`src/rtl/buzzer_pkg.sv`:
```
// Package: shared widths and the mode encoding for the buzzer generator.
// Assumes the mode field sits in bits 7:6 of an 8-bit configuration byte.
package buzzer_pkg;
    localparam int CFG_W    = 8;
    localparam int MODE_LSB = 6;
    localparam int MODE_W   = 2;

    typedef enum logic [MODE_W-1:0] {
        BZ_LOW  = 2'b00,
        BZ_HIGH = 2'b01,
        BZ_WAVE = 2'b10,
        BZ_RSVD = 2'b11
    } bz_mode_e;
endpackage

```
`src/rtl/buzzer_mode_reg.sv`:
```
// Module: holds the buzzer mode field taken from configuration writes.
// It also flags a write that moves the block into square-wave mode from any
// other mode. Assumes a synchronous active-low reset.
module buzzer_mode_reg
    import buzzer_pkg::*;
(
    input  logic             clk,
    input  logic             rst_n,
    input  logic             we,
    input  logic [CFG_W-1:0] wdata,
    output bz_mode_e         mode,
    output logic             enter_wave
);
    bz_mode_e mode_q;
    bz_mode_e mode_d;

    // Decode the mode field of the incoming write data.
    always_comb begin
        mode_d = bz_mode_e'(wdata[MODE_LSB +: MODE_W]);
    end

    // Raise a flag only for a transition into wave mode.
    always_comb begin
        enter_wave = we && (mode_d == BZ_WAVE) && (mode_q != BZ_WAVE);
    end

    // Store the mode field; reset selects static low.
    always_ff @(posedge clk) begin
        if (!rst_n)  mode_q <= BZ_LOW;
        else if (we) mode_q <= mode_d;
    end

    assign mode = mode_q;
endmodule

```
`src/rtl/buzzer_div_reg.sv`:
```
// Module: holds the square-wave divisor and flags each write to it.
// Assumes a synchronous active-low reset.
module buzzer_div_reg #(
    parameter int DIV_W = 16
) (
    input  logic             clk,
    input  logic             rst_n,
    input  logic             we,
    input  logic [DIV_W-1:0] wdata,
    output logic [DIV_W-1:0] div,
    output logic             reload
);
    logic [DIV_W-1:0] div_q;

    // Store the divisor; it resets to zero.
    always_ff @(posedge clk) begin
        if (!rst_n)  div_q <= '0;
        else if (we) div_q <= wdata;
    end

    assign div    = div_q;
    assign reload = we;
endmodule

```
`src/rtl/buzzer_halfper.sv`:
```
// Module: half-period counter and toggle flop for the square wave.
// Each level lasts div + 2 cycles. The counter is one bit wider than the
// divisor so that div + 1 never overflows. A restart clears the counter and
// the toggle. While not running, both are held cleared.
module buzzer_halfper #(
    parameter int DIV_W = 16
) (
    input  logic             clk,
    input  logic             rst_n,
    input  logic             run,
    input  logic             restart,
    input  logic [DIV_W-1:0] div,
    output logic             tog,
    output logic [DIV_W:0]   cnt
);
    localparam int CNT_W = DIV_W + 1;

    logic [CNT_W-1:0] cnt_q;
    logic [CNT_W-1:0] term;
    logic             tog_q;
    logic             at_term;

    // Terminal count is div + 1, giving div + 2 cycles per phase.
    always_comb begin
        term    = {1'b0, div} + CNT_W'(1);
        at_term = (cnt_q == term);
    end

    // Advance the count and flip the level at the terminal count.
    always_ff @(posedge clk) begin
        if (!rst_n || restart || !run) begin
            cnt_q <= '0;
            tog_q <= 1'b0;
        end else if (at_term) begin
            cnt_q <= '0;
            tog_q <= ~tog_q;
        end else begin
            cnt_q <= cnt_q + CNT_W'(1);
        end
    end

    assign tog = tog_q;
    assign cnt = cnt_q;
endmodule

```
`src/rtl/buzzer_gen.sv`:
```
// Module: top of the buzzer output generator.
// Selects low, high or the square wave for the pin according to the mode
// register. Mode 11 is treated as low. Assumes synchronous active-low reset.
module buzzer_gen
    import buzzer_pkg::*;
#(
    parameter int DIV_W = 16
) (
    input  logic             clk,
    input  logic             rst_n,
    input  logic             cfg_we,
    input  logic [CFG_W-1:0] cfg_wdata,
    input  logic             div_we,
    input  logic [DIV_W-1:0] div_wdata,
    output logic             buz_out
);
    bz_mode_e         mode;
    logic             enter_wave;
    logic [DIV_W-1:0] div;
    logic             reload;
    logic             restart;
    logic             run;
    logic             tog;
    logic [DIV_W:0]   cnt;

    buzzer_mode_reg u_mode (
        .clk        (clk),
        .rst_n      (rst_n),
        .we         (cfg_we),
        .wdata      (cfg_wdata),
        .mode       (mode),
        .enter_wave (enter_wave)
    );

    buzzer_div_reg #(.DIV_W(DIV_W)) u_div (
        .clk    (clk),
        .rst_n  (rst_n),
        .we     (div_we),
        .wdata  (div_wdata),
        .div    (div),
        .reload (reload)
    );

    // The counter runs only in wave mode and restarts on either trigger.
    always_comb begin
        run     = (mode == BZ_WAVE);
        restart = enter_wave || reload;
    end

    buzzer_halfper #(.DIV_W(DIV_W)) u_hp (
        .clk     (clk),
        .rst_n   (rst_n),
        .run     (run),
        .restart (restart),
        .div     (div),
        .tog     (tog),
        .cnt     (cnt)
    );

    // Select the pin level from the current mode.
    always_comb begin
        unique case (mode)
            BZ_HIGH: buz_out = 1'b1;
            BZ_WAVE: buz_out = tog;
            default: buz_out = 1'b0;
        endcase
    end
endmodule

```
`config.mk`:
```
export PLATFORM = sky130hd
export DESIGN_NAME = buzzer_gen
export DESIGN_NICKNAME = d
export VERILOG_FILES = /design/src/rtl/buzzer_pkg.sv /design/src/rtl/buzzer_mode_reg.sv /design/src/rtl/buzzer_div_reg.sv /design/src/rtl/buzzer_halfper.sv /design/src/rtl/buzzer_gen.sv
export SDC_FILE = /design/constraint.sdc
export NUM_CORES = 1
export LEC_CHECK = 0
export BUFFER_PORTS_ARGS = -buffer_cell sky130_fd_sc_hd__clkbuf_2
export CORE_MARGIN = 2
export CORE_UTILIZATION = 40
export DETAILED_ROUTE_END_ITERATION = 16
export PLACE_DENSITY = 0.68
export RECOVER_POWER = 100
export SLEW_MARGIN = 25
export SYNTH_ARGS = -nofsm -noshare
export SYNTH_HDL_FRONTEND = slang
export SYNTH_HIERARCHICAL = 1
export SYNTH_SLANG_ARGS = --single-unit
```
`constraint.sdc`:
```
create_clock -name clk -period 5.3 [get_ports clk]
set_clock_uncertainty 0.15 [all_clocks]
set_input_delay 1.325 -clock clk [delete_from_list [all_inputs] [get_ports clk]]
set_output_delay 1.325 -clock clk [all_outputs]
set_load 0.05 [all_outputs]
```
* After elaboration in Yosys (flattened, before gate mapping)
Index checks and enable logic that the tools add are counted.
** Cells by class
- Equal/unequal tests :: 5
- Bitwise gates (word level) :: 1
- Mux-type cells :: 1
- Reductions and logical operators :: 8
- $add $sub $neg :: 2
** Operators by type and width (number)
- 16-bit by 1-bit adder with 17-bit output (second input constant) :: 1
- 17-bit by 1-bit adder with 17-bit output (second input constant) :: 1
- 17-bit equality test :: 1
- 2-bit equality test (second input constant) :: 2
- 1-bit logical OR :: 3
- 2-bit by 1-bit equality test with 1-bit output (second input constant) :: 1
- 1-bit logical AND :: 2
- 1-bit zero test :: 2
- 2-bit != test (second input constant) :: 1
- 1-bit case mux with 2 select lines :: 1
- 2-bit OR reduction :: 1
- 1-bit inverter :: 1
** Storage, ports and cells
- Output and inout bits :: 1
- Bits of input ports :: 28
- Bits in registers :: 36

* Logic depth before layout (Yosys ltp)
Gate-level depths: netlist of run 1.
- Depth in word-level cells :: 7
- Gate-level depth with buffers :: 9
- Depth with buffers taken out :: 7

* Cells and area by module
Netlist of run 1, hierarchy kept.
** By module, submodules not included
- buzzer_halfper :: instances 1, area an instance 1348.8 sq um, sequential area each 360.3 sq um, cells an instance 166
- buzzer_div_reg :: instances 1, area an instance 623.1 sq um, sequential area each 320.3 sq um, cells an instance 52
- buzzer_mode_reg :: instances 1, area an instance 85.1 sq um, sequential area each 40.0 sq um, cells an instance 9
- buzzer_gen :: instances 1, area an instance 47.5 sq um, sequential area each 0.0 sq um, cells an instance 7

* Least setup slack after synthesis of run 1
OpenSTA, ideal clock, no wires.
- Kind :: register to output
- Start :: reg u_mode.mode_q[0], in the netlist u_mode/mode[0]
- End :: out buz_out
- Stages on the path, launching flop included :: 4
- Arrival :: 1.331 ns
- Slack :: 2.494 ns
- Cell sequence :: dfxtp_1 > inv_1 > ha_1 > nor2_1
** On the way
- Longest elaborated chain between the ends :: 2
** Ends and longest elaborated chain
- start, declared :: line buzzer_mode_reg.sv:14 : bz_mode_e mode_q;
- start signal, assigned :: line buzzer_mode_reg.sv:30 : else if (we) mode_q <= mode_d;
- 2-bit equality test or 2-bit by 1-bit equality test with 1-bit output (tied branches) :: line buzzer_gen.sv:62 : unique case (mode)
- 1-bit case mux with 2 select lines * :: line buzzer_gen.sv:62
- end, declared :: line buzzer_gen.sv:15 : output logic buz_out
Mark *: on every way between the ends. The rest lies on a longest branch, timed or not.

* Worst setup path after layout of run 1
- Start :: reg u_div.div_q[0], in the netlist u_div/div[0]
- End :: reg u_hp.tog_q, in the netlist u_hp/tog
** On the way
- Longest elaborated chain between the ends :: 2
** Ends and longest elaborated chain
- start, declared :: line buzzer_div_reg.sv:13 : logic [DIV_W-1:0] div_q;
- start signal, assigned :: line buzzer_div_reg.sv:18 : else if (we) div_q <= wdata;
- 16-bit by 1-bit adder with 17-bit output :: line buzzer_halfper.sv:25 : term = {1'b0, div} + CNT_W'(1);
- 17-bit equality test :: line buzzer_halfper.sv:26 : at_term = (cnt_q == term);
- end signal, assigned :: line buzzer_halfper.sv:36 : tog_q <= ~tog_q;
- end, declared :: line buzzer_halfper.sv:20 : logic tog_q;
No other way between the ends.
A chain may end at the register's enable or synchronous reset.

==> results.txt, run 1 <==
dfxtp_1 is the most common cell in the netlist. In this run the critical register-to-register path is captured at u_hp/tog. The total global routing overflow came out at 0. The initial standard-cell utilization of the core came out at 0.412. The headroom to the max-slew limit came out at -0.109. STA classifies the critical path startpoint as a flop. The share of the clock period used by the worst path is 0.728. Data arrives at the worst endpoint at 3.88 ns. Counting flops with a built-in enable in the synthesized netlist gives 0. The first-pass iteration count of the detailed router came out at 4. The number of buffers added by the clock tree synthesis step is 5. The minimum clock period after layout is 3.86 ns. For this design the ratio of total power to cell area is 237 nW/um2.

The die outline height came out at 76.5 um. The worst-case register-to-register setup slack came out at 1.44 ns. In this run the clock root is driven by a clkbuf_8. Counting distinct cell types in the post-synthesis netlist gives 45.

The routability-driven placement congestion ratio is 0.798. The synthesized cell area came out at 2100 um2. The number of max-slew violations in the final report was 19. A synthesized cell averages 8.99 um2.

The portion of synthesized cell area occupied by the leading cell type is 0.342. The area added between synthesis and finish came out at 9.51%. The number of cell instances on the worst register-to-register path came out at 7. The final reports fail on max-capacitance violations, max-slew violations. The clock insertion delay at the later pin of the skew report is 0.29 ns. The count of maximum capacitance violations is 1. The total number of placement rows came out at 26. The post-CTS setup repair buffer count is 0. The first global-routing pass estimated 7.04 mm of wire.

The number of buffers and inverters on the critical path came out at 0. The setup TNS is 0 ns. After detailed routing, the number of remaining DRC violations is 0. Among all flip-flop cells after synthesis, the most frequent one is dfxtp_1.

The required arrival time at the worst endpoint is 5.32 ns. After clock tree synthesis, the flow added hold-fix buffers numbering 0. Of the cells placed in the final design, the portion with a size suffix greater than 1 is 0.119. The worst-case clock buffer depth is 2. The number of antenna violations at the first check in global routing is 0. The wire length after detailed routing is 4.04 mm. The sequential cell area fraction in the yosys report came out at 0.342. The worst setup path is of the reg2reg kind. The area of the core is 5110 um2. Walking the worst path, the cells encountered are ha_1, nand3_1, a311oi_1, a21oi_1, or4_1, nor4_2, mux2_4.

The register clock-pin slew on the reported worst setup and hold paths is 0.07 ns. Synthesis produced 234 cells. The hold-critical path depth is 2. The final layout contains 284 nets. The min-delay analysis places its worst path in the category reg2reg. In this run the most critical hold path is launched from u_mode/mode[1]. The largest net degree at the start of global routing is 20. For this run, the slowest stage of the critical path takes 1.37 ns. After filler insertion, the fill cell instance count of the layout stands at 522. Setup violations remaining at the end of the flow were counted as 0. TritonCTS built the clock tree. The die covers 5860 um2. The via count of the first global-routing pass is 1,591. For this run, asynchronously set or reset flops after synthesis account for 0.

By count the netlist is led by 36 x dfxtp_1, 20 x nor2b_1, 20 x nor3_1, 17 x mux2i_1, 16 x xor2_1. The number of gates resized after CTS came out at 0. Derived from the worst setup path, the maximum achievable clock frequency is 0.259 GHz.

The worst-case vdd ir drop is 0.169 mV. The detailed placer's ending HPWL is 2.98 mm. In this run the worst path has a maximum fanout of 18. The number of cells in the design after placement came out at 315.

The Yosys step of the flow raised 6 warnings. The count of cells in the finished layout, fillers not included, comes to 323. By area the synthesized netlist is led by dfxtp_1 34%, mux2i_1 8.1%, xor2_1 6.7%. The number of DRC markers after the initial detailed-route iteration came out at 50. In this run the horizontal extent of the chip is 76.5 um. The repair_antennas step left the layout with diodes totalling 0. The cell at the slowest stage of the critical path is nor4_2. The leakage dissipation came out at 0.864 nW. The startpoint identified for the worst register-to-register timing path is u_div/div[0]. Input and output buffers added on the ports amount to 22. Setup repair after global routing left no endpoint under its margin. The detailed-route vias per instance came out at 5.27. Among cell families on the critical path, the largest total delay comes from simple AND/OR/NAND/NOR gates.

The worst hold path terminates at u_mode/mode[1]. The maximum level of the CTS H-tree is 2. The number of nets with antenna violations after detailed routing is 0. The via count is 1,701. The number of synthesized register bits came out at 36. The slew of the pin with the lowest slew margin is 1.65 ns.

The synthesized design spends more area on one cell type than any other, namely dfxtp_1. The category of the worst setup path capture point is a flop. The number of clock sinks seen by CTS is 36. The flow ran to the end, but the final reports show violations. Dividing the detail-routed wire length by the instance count gives 12.5 um.

The total nets after synthesis is 266. The total count of hold-check failures in the final report was 0. The number of primary I/O pins is 29.

In the global route stage, overall resource usage came out at 0.147.
==> layout make-up <==
type	instances	area (um2)	share of cell area
multi-input combinational	180	1270	0.553
sequential	36	721	0.313
timing repair buffer	22	106	0.0461
clock buffer	8	90.1	0.0391
tap	70	87.6	0.0380
inverter	7	26.3	0.0114
==> sequential cells by signal, summed over array words and instances, names as in the netlist <==
| register | cells |
|---|---|
| u_div/div | 16 |
| u_hp/cnt | 17 |
| u_hp/tog | 1 |
| u_mode/mode | 2 |
==> per-stage QoR <==
stage | util | hold WS, ns | setup slack [ns] | instance area (um2) | total power [mW]
floorplan | - | 0.323 | 2.49 | 2100 | 0.339
global placement | 0.436 | 0.346 | 1.93 | 2230 | 0.351
detailed placement | 0.436 | 0.348 | 1.94 | 2230 | 0.353
CTS | 0.454 | 0.360 | 1.92 | 2320 | 0.554
global route | 0.451 | 0.406 | 1.26 | 2300 | 0.572
finish | 0.451 | 0.381 | 1.44 | 2300 | 0.546
==> logic make-up (layout without fill, tap and decap cells) <==
logic type / Yosys count / after routing / synth area share
AND/OR/NAND/NOR: 103 / 103 / 0.285
adder cells (fa/ha/maj): 4 / 4 / 0.0238
flip-flops: 36 / 36 / 0.342
AO/OA/AOI/OAI: 24 / 24 / 0.0832
XOR/XNOR: 31 / 31 / 0.129
buffers and inverters: 18 / 37 / 0.0482
multiplexers: 18 / 18 / 0.0880
==> worst max path at each step <==
stage                               from  endpoint  slack, ns  cells past startpoint
after floorplan           u_mode/mode[0]   buz_out       2.49                      3
after global placement      u_div/div[0]  u_hp/tog       1.93                      7
after detailed placement    u_div/div[0]  u_hp/tog       1.94                      7
after CTS                   u_div/div[0]  u_hp/tog       1.92                      7
after global routing        u_div/div[0]  u_hp/tog       1.26                      7
final                       u_div/div[0]  u_hp/tog       1.44                      7
==> layout by cell type (no fill, tap or decap), types with 2 or more instances in the layout <==
cell type	synthesis	final
dfxtp_1	36	36
clkbuf_2	0	19
xnor2_1	15	15
inv_1	7	7
nand4_1	5	5
o21ai_0	2	2
and4_1	6	6
nor3_1	20	20
and3_1	6	6
a21boi_0	1	2
a21oi_1	7	7
or4_1	3	3
clkbuf_1	5	5
ha_1	4	4
clkbuf_8	0	6
nor2_1	8	8
a31oi_1	3	3
nand2_1	12	12
nand3_1	13	13
xor2_1	16	16
a41oi_1	2	2
nor2b_1	20	20
mux2i_1	17	17
==> power by group <==
| part | leakage (nW) | internal [mW] | switching (mW) |
|---|---|---|---|
| Sequential | 0.294 | 0.279 | 0.0131 |
| Combinational | 0.525 | 0.0290 | 0.0244 |
| Clock | 0.0455 | 0.106 | 0.0944 |
==> worst min-delay path, stage by stage (launching register included) <==
cell	delay, ns
dfxtp_1	0.33
nand2b_1	0.07
a21boi_0	0.08
==> per-layer routing <==
| layer | GRT usage | share of wire |
|---|---|---|
| met4 | 0.0709 | 0.022 |
| met3 | 0.0415 | 0.045 |
| met5 | 0 | 0 |
| met2 | 0.242 | 0.45 |
| met1 | 0.177 | 0.48 |
Note: power is estimated with default switching activity, not from simulation.
==> run 2: changes to the inputs <==
Settings changed: ABC_AREA from default to 1.
Clock period 5.3 ns to 3.9 ns, I/O delays scaled along.
==> run 2 against run 1 <==
Sequential share of layout area decreased by 3.1 points; final area increased by 11%; sequential power increased by 36%; combinational power increased by 69%; global-route usage decreased by 0.10 points; flip-flop and latch count unchanged; setup slack got worse by 0.30 ns; the flow now finishes without violations; critical path depth decreased by 3; clock power increased by 34%; total power increased by 39%; count of clock-buffer cells in the layout unchanged.
==> results.txt, run 2 <==
The flow ran to the end, and the final reports show no timing, DRC or antenna violations. The setup TNS is 0 ns. The total of fill cells in the finished design came out at 616. The startpoint identified for the worst hold timing path is u_hp/cnt[0]. The total number of placement rows is 27. The number of antenna violations at the first check in global routing was 0. The largest fanout on the critical path came out at 4. For this run, the share of the core covered by cells in the final layout is 0.456. The overall track demand over capacity in global routing came out at 0.146. The tightest min-delay check is of the reg2reg type. The category of the worst setup path capture point is an output pin. The die outline width came out at 80.9 um.

The power density over the cells came out at 296 nW/um2. In the synthesized netlist, the number of instances is 377. In this run the worst setup path begins at u_mode/mode[0]. The headroom to the max-slew limit came out at 0.495. The first-pass iteration count of the detailed router came out at 4. Measured along the y axis, the die boundary spans 80.9 um. After legalization and detailed placement, the total HPWL measured 3.21 mm. By instance count, the leading cell after synthesis is nand2_1.

The largest net degree at the start of global routing came out at 34. Of the cells placed in the final design, the portion with a size suffix greater than 1 is 0.123. The total nets after synthesis is 409.

The number of buffers added on ports is 22. The number of synthesized register bits came out at 36. The library cell used most frequently in the layout, excluding fill and tap cells, is nand2_1. In this run the register-to-register setup slack is 1.29 ns. The number of clock sinks seen by CTS is 36. The count of maximum capacitance violations came out at 0. The worst-case vdd ir drop is 0.234 mV. The sequential cell area fraction in the yosys report came out at 0.305. The register with the most flip-flops in the layout has 17 of them.

For this run, the top clock speed supported by timing is 0.362 GHz. Summed over all instances, the cell type with the most area after synthesis is dfxtp_1. Yosys attributes the largest share of cell area to dfxtp_1 31%, nand2_1 19%, nor2_1 11%. Counting I/O delays and the setup requirement, the final critical path takes 2.76 ns. The count of nets left with antenna violations once routing finished came out at 0. For the worst-skew pair, the clock arrives at the later sink with an insertion delay of 0.29 ns.

The clock tree root buffer cell is clkbuf_8. The count of hold-fix buffers inserted at cts came out at 0. In this run, distinct cell masters in the synthesized netlist total 26. The first-pass GRT wire length came out at 7.73 mm.

Among all flip-flop cells after synthesis, the most frequent one is dfxtp_1. The post-layout net count is 429. The number of max-slew violations in the final report is 0.

The area of the die came out at 6540 um2. The leakage dissipation is 1.19 nW. The number of DRC markers after the initial detailed-route iteration is 62. The average cell area after synthesis came out at 6.27 um2. The via count came out at 2,071. TritonCTS built the clock tree. The synthesized design contains 0 enable-type register cells.

Setup repair after global routing left no endpoint under its margin. The required arrival time at the worst endpoint came out at 2.77 ns. Buffers added to address setup during post-CTS repair amount to 0. The initial standard-cell utilization of the core is 0.421. The cell area after layout came out at 2560 um2. The post-place instance area is 2480 um2.

The worst-case clock buffer depth is 2. The area added between synthesis and finish came out at 8.26%. The routed length per instance came out at 8.83 um. The maximum level of the CTS H-tree came out at 2. The synthesized cell area came out at 2360 um2. The final setup violation count is 0. The critical path class is reg2out. Counting instances, the worst hold path has a depth of 1. The arrival time of data at the critical path endpoint came out at 1.64 ns.

The number of clock buffers added by TritonCTS is 5. The post-route DRC violation count came out at 0. Across all setup checks in the final design, the least slack found is 1.14 ns.

Of the post-synthesis cell area, the dominant cell type holds 0.305. Dividing the detail-routed via count by the number of cells gives 4.41. Sorting the synthesized cells by how often they occur yields 117 x nand2_1, 68 x nor2_1, 56 x inv_1, 36 x dfxtp_1, 21 x nand3_1.

The path with the worst hold slack has its endpoint at u_hp/cnt[0]. The slew of the pin with the lowest slew margin is 0.758 ns. The routability-driven placement congestion ratio came out at 0.831. STA classifies the critical path startpoint as a flop. The total count of hold-check failures in the final report is 0.

Summed over all layers, the global routing overflow is 0. The wire length after detailed routing is 4.15 mm. Leaving out fill and tap cells, the most frequent cells in the layout are 119 x nand2_1, 68 x nor2_1, 56 x inv_1. The worst register-to-register path begins at u_div/div[1].

The number of cells on the worst reg-to-reg path is 11. Dividing the final minimum period by the clock period gives 0.708. The async set-or-reset flop fraction in the synthesized netlist came out at 0. The register clock-pin slew on the reported worst setup and hold paths came out at 0.07 ns. Once the clock tree was built, the resizer swapped 0 gates to a different size.

The via count of the first global-routing pass came out at 1,877. The area of the core is 5610 um2. The antenna cell count came out at 0. The count of yosys warnings during synthesis came out at 6. Prior to clock tree synthesis, the placed netlist has a worst setup slack of 1.33 ns.

The number of primary I/O pins is 29. In this run the critical register-to-register path is captured at u_hp/cnt[13].
[run 2: cell types whose count changed in the layout (fill, tap and decap cells not counted), sizes merged, moves of 17 or more]
cell   change
nor2      +80
nor2b     -20
inv       +49
nand2    +110
mux2i     -17
nor3      -18
[run 2: power breakdown]
group	leakage, nW	total [mW]	switching, mW	internal (mW)
clock	0.0455	0.269	0.125	0.144
combinational	0.850	0.0906	0.0532	0.0375
sequential	0.295	0.397	0.0163	0.381
[run 2: logic make-up (layout without fill, tap and decap cells)]
group	Yosys count	in the layout	share of synthesized area
AND/OR/NAND/NOR	240	240	0.443
buffers and inverters	65	86	0.124
AO/OA/AOI/OAI	8	8	0.0175
adder cells (fa/ha/maj)	4	4	0.0212
XOR/XNOR	24	24	0.0890
flip-flops	36	36	0.305
[run 2: final cells by class]
class	count	area [um2]	area share
well taps	72	90.1	0.0352
flip-flops and latches	36	721	0.282
clock buffers	8	90.1	0.0352
inverters	56	210	0.0822
repair buffers	22	108	0.0421
multi-input cells	276	1340	0.523
[run 2: worst max path at each step]
stage | endpoint | slack (ns) | depth (start not counted)
floorplan | buz_out | 1.34 | 3
CTS | buz_out | 1.31 | 4
detailed placement | u_hp/cnt[16] | 1.33 | 5
global placement | u_hp/cnt[16] | 1.37 | 5
finish | buz_out | 1.14 | 4
global route | u_hp/cnt[13] | 0.95 | 11
[run 2: worst max-delay path, cell delays in order (launching register included)]
cell	delay [ns]
dfxtp_1	0.38
inv_1	0.06
ha_1	0.29
a21oi_1	0.14
clkbuf_1	0.49
[run 2: per-stage QoR]
step	hold WS, ns	total power [mW]	instances
4_1_cts	0.338	0.770	470
3_3_place_gp	0.311	0.496	462
6_report	0.332	0.757	470
5_1_grt	0.360	0.805	470
2_1_floorplan	0.291	0.478	377
3_5_place_dp	0.322	0.498	462
[run 2: routing by layer]
metal / vias up / track usage / wire, um
li1: 1157 / - / -
met1: 875 / 0.194 / 2110
met2: 34 / 0.239 / 1820
met3: 5 / 0.0267 / 169
met4: 0 / 0.0508 / 55
met5: - / 0 / 0
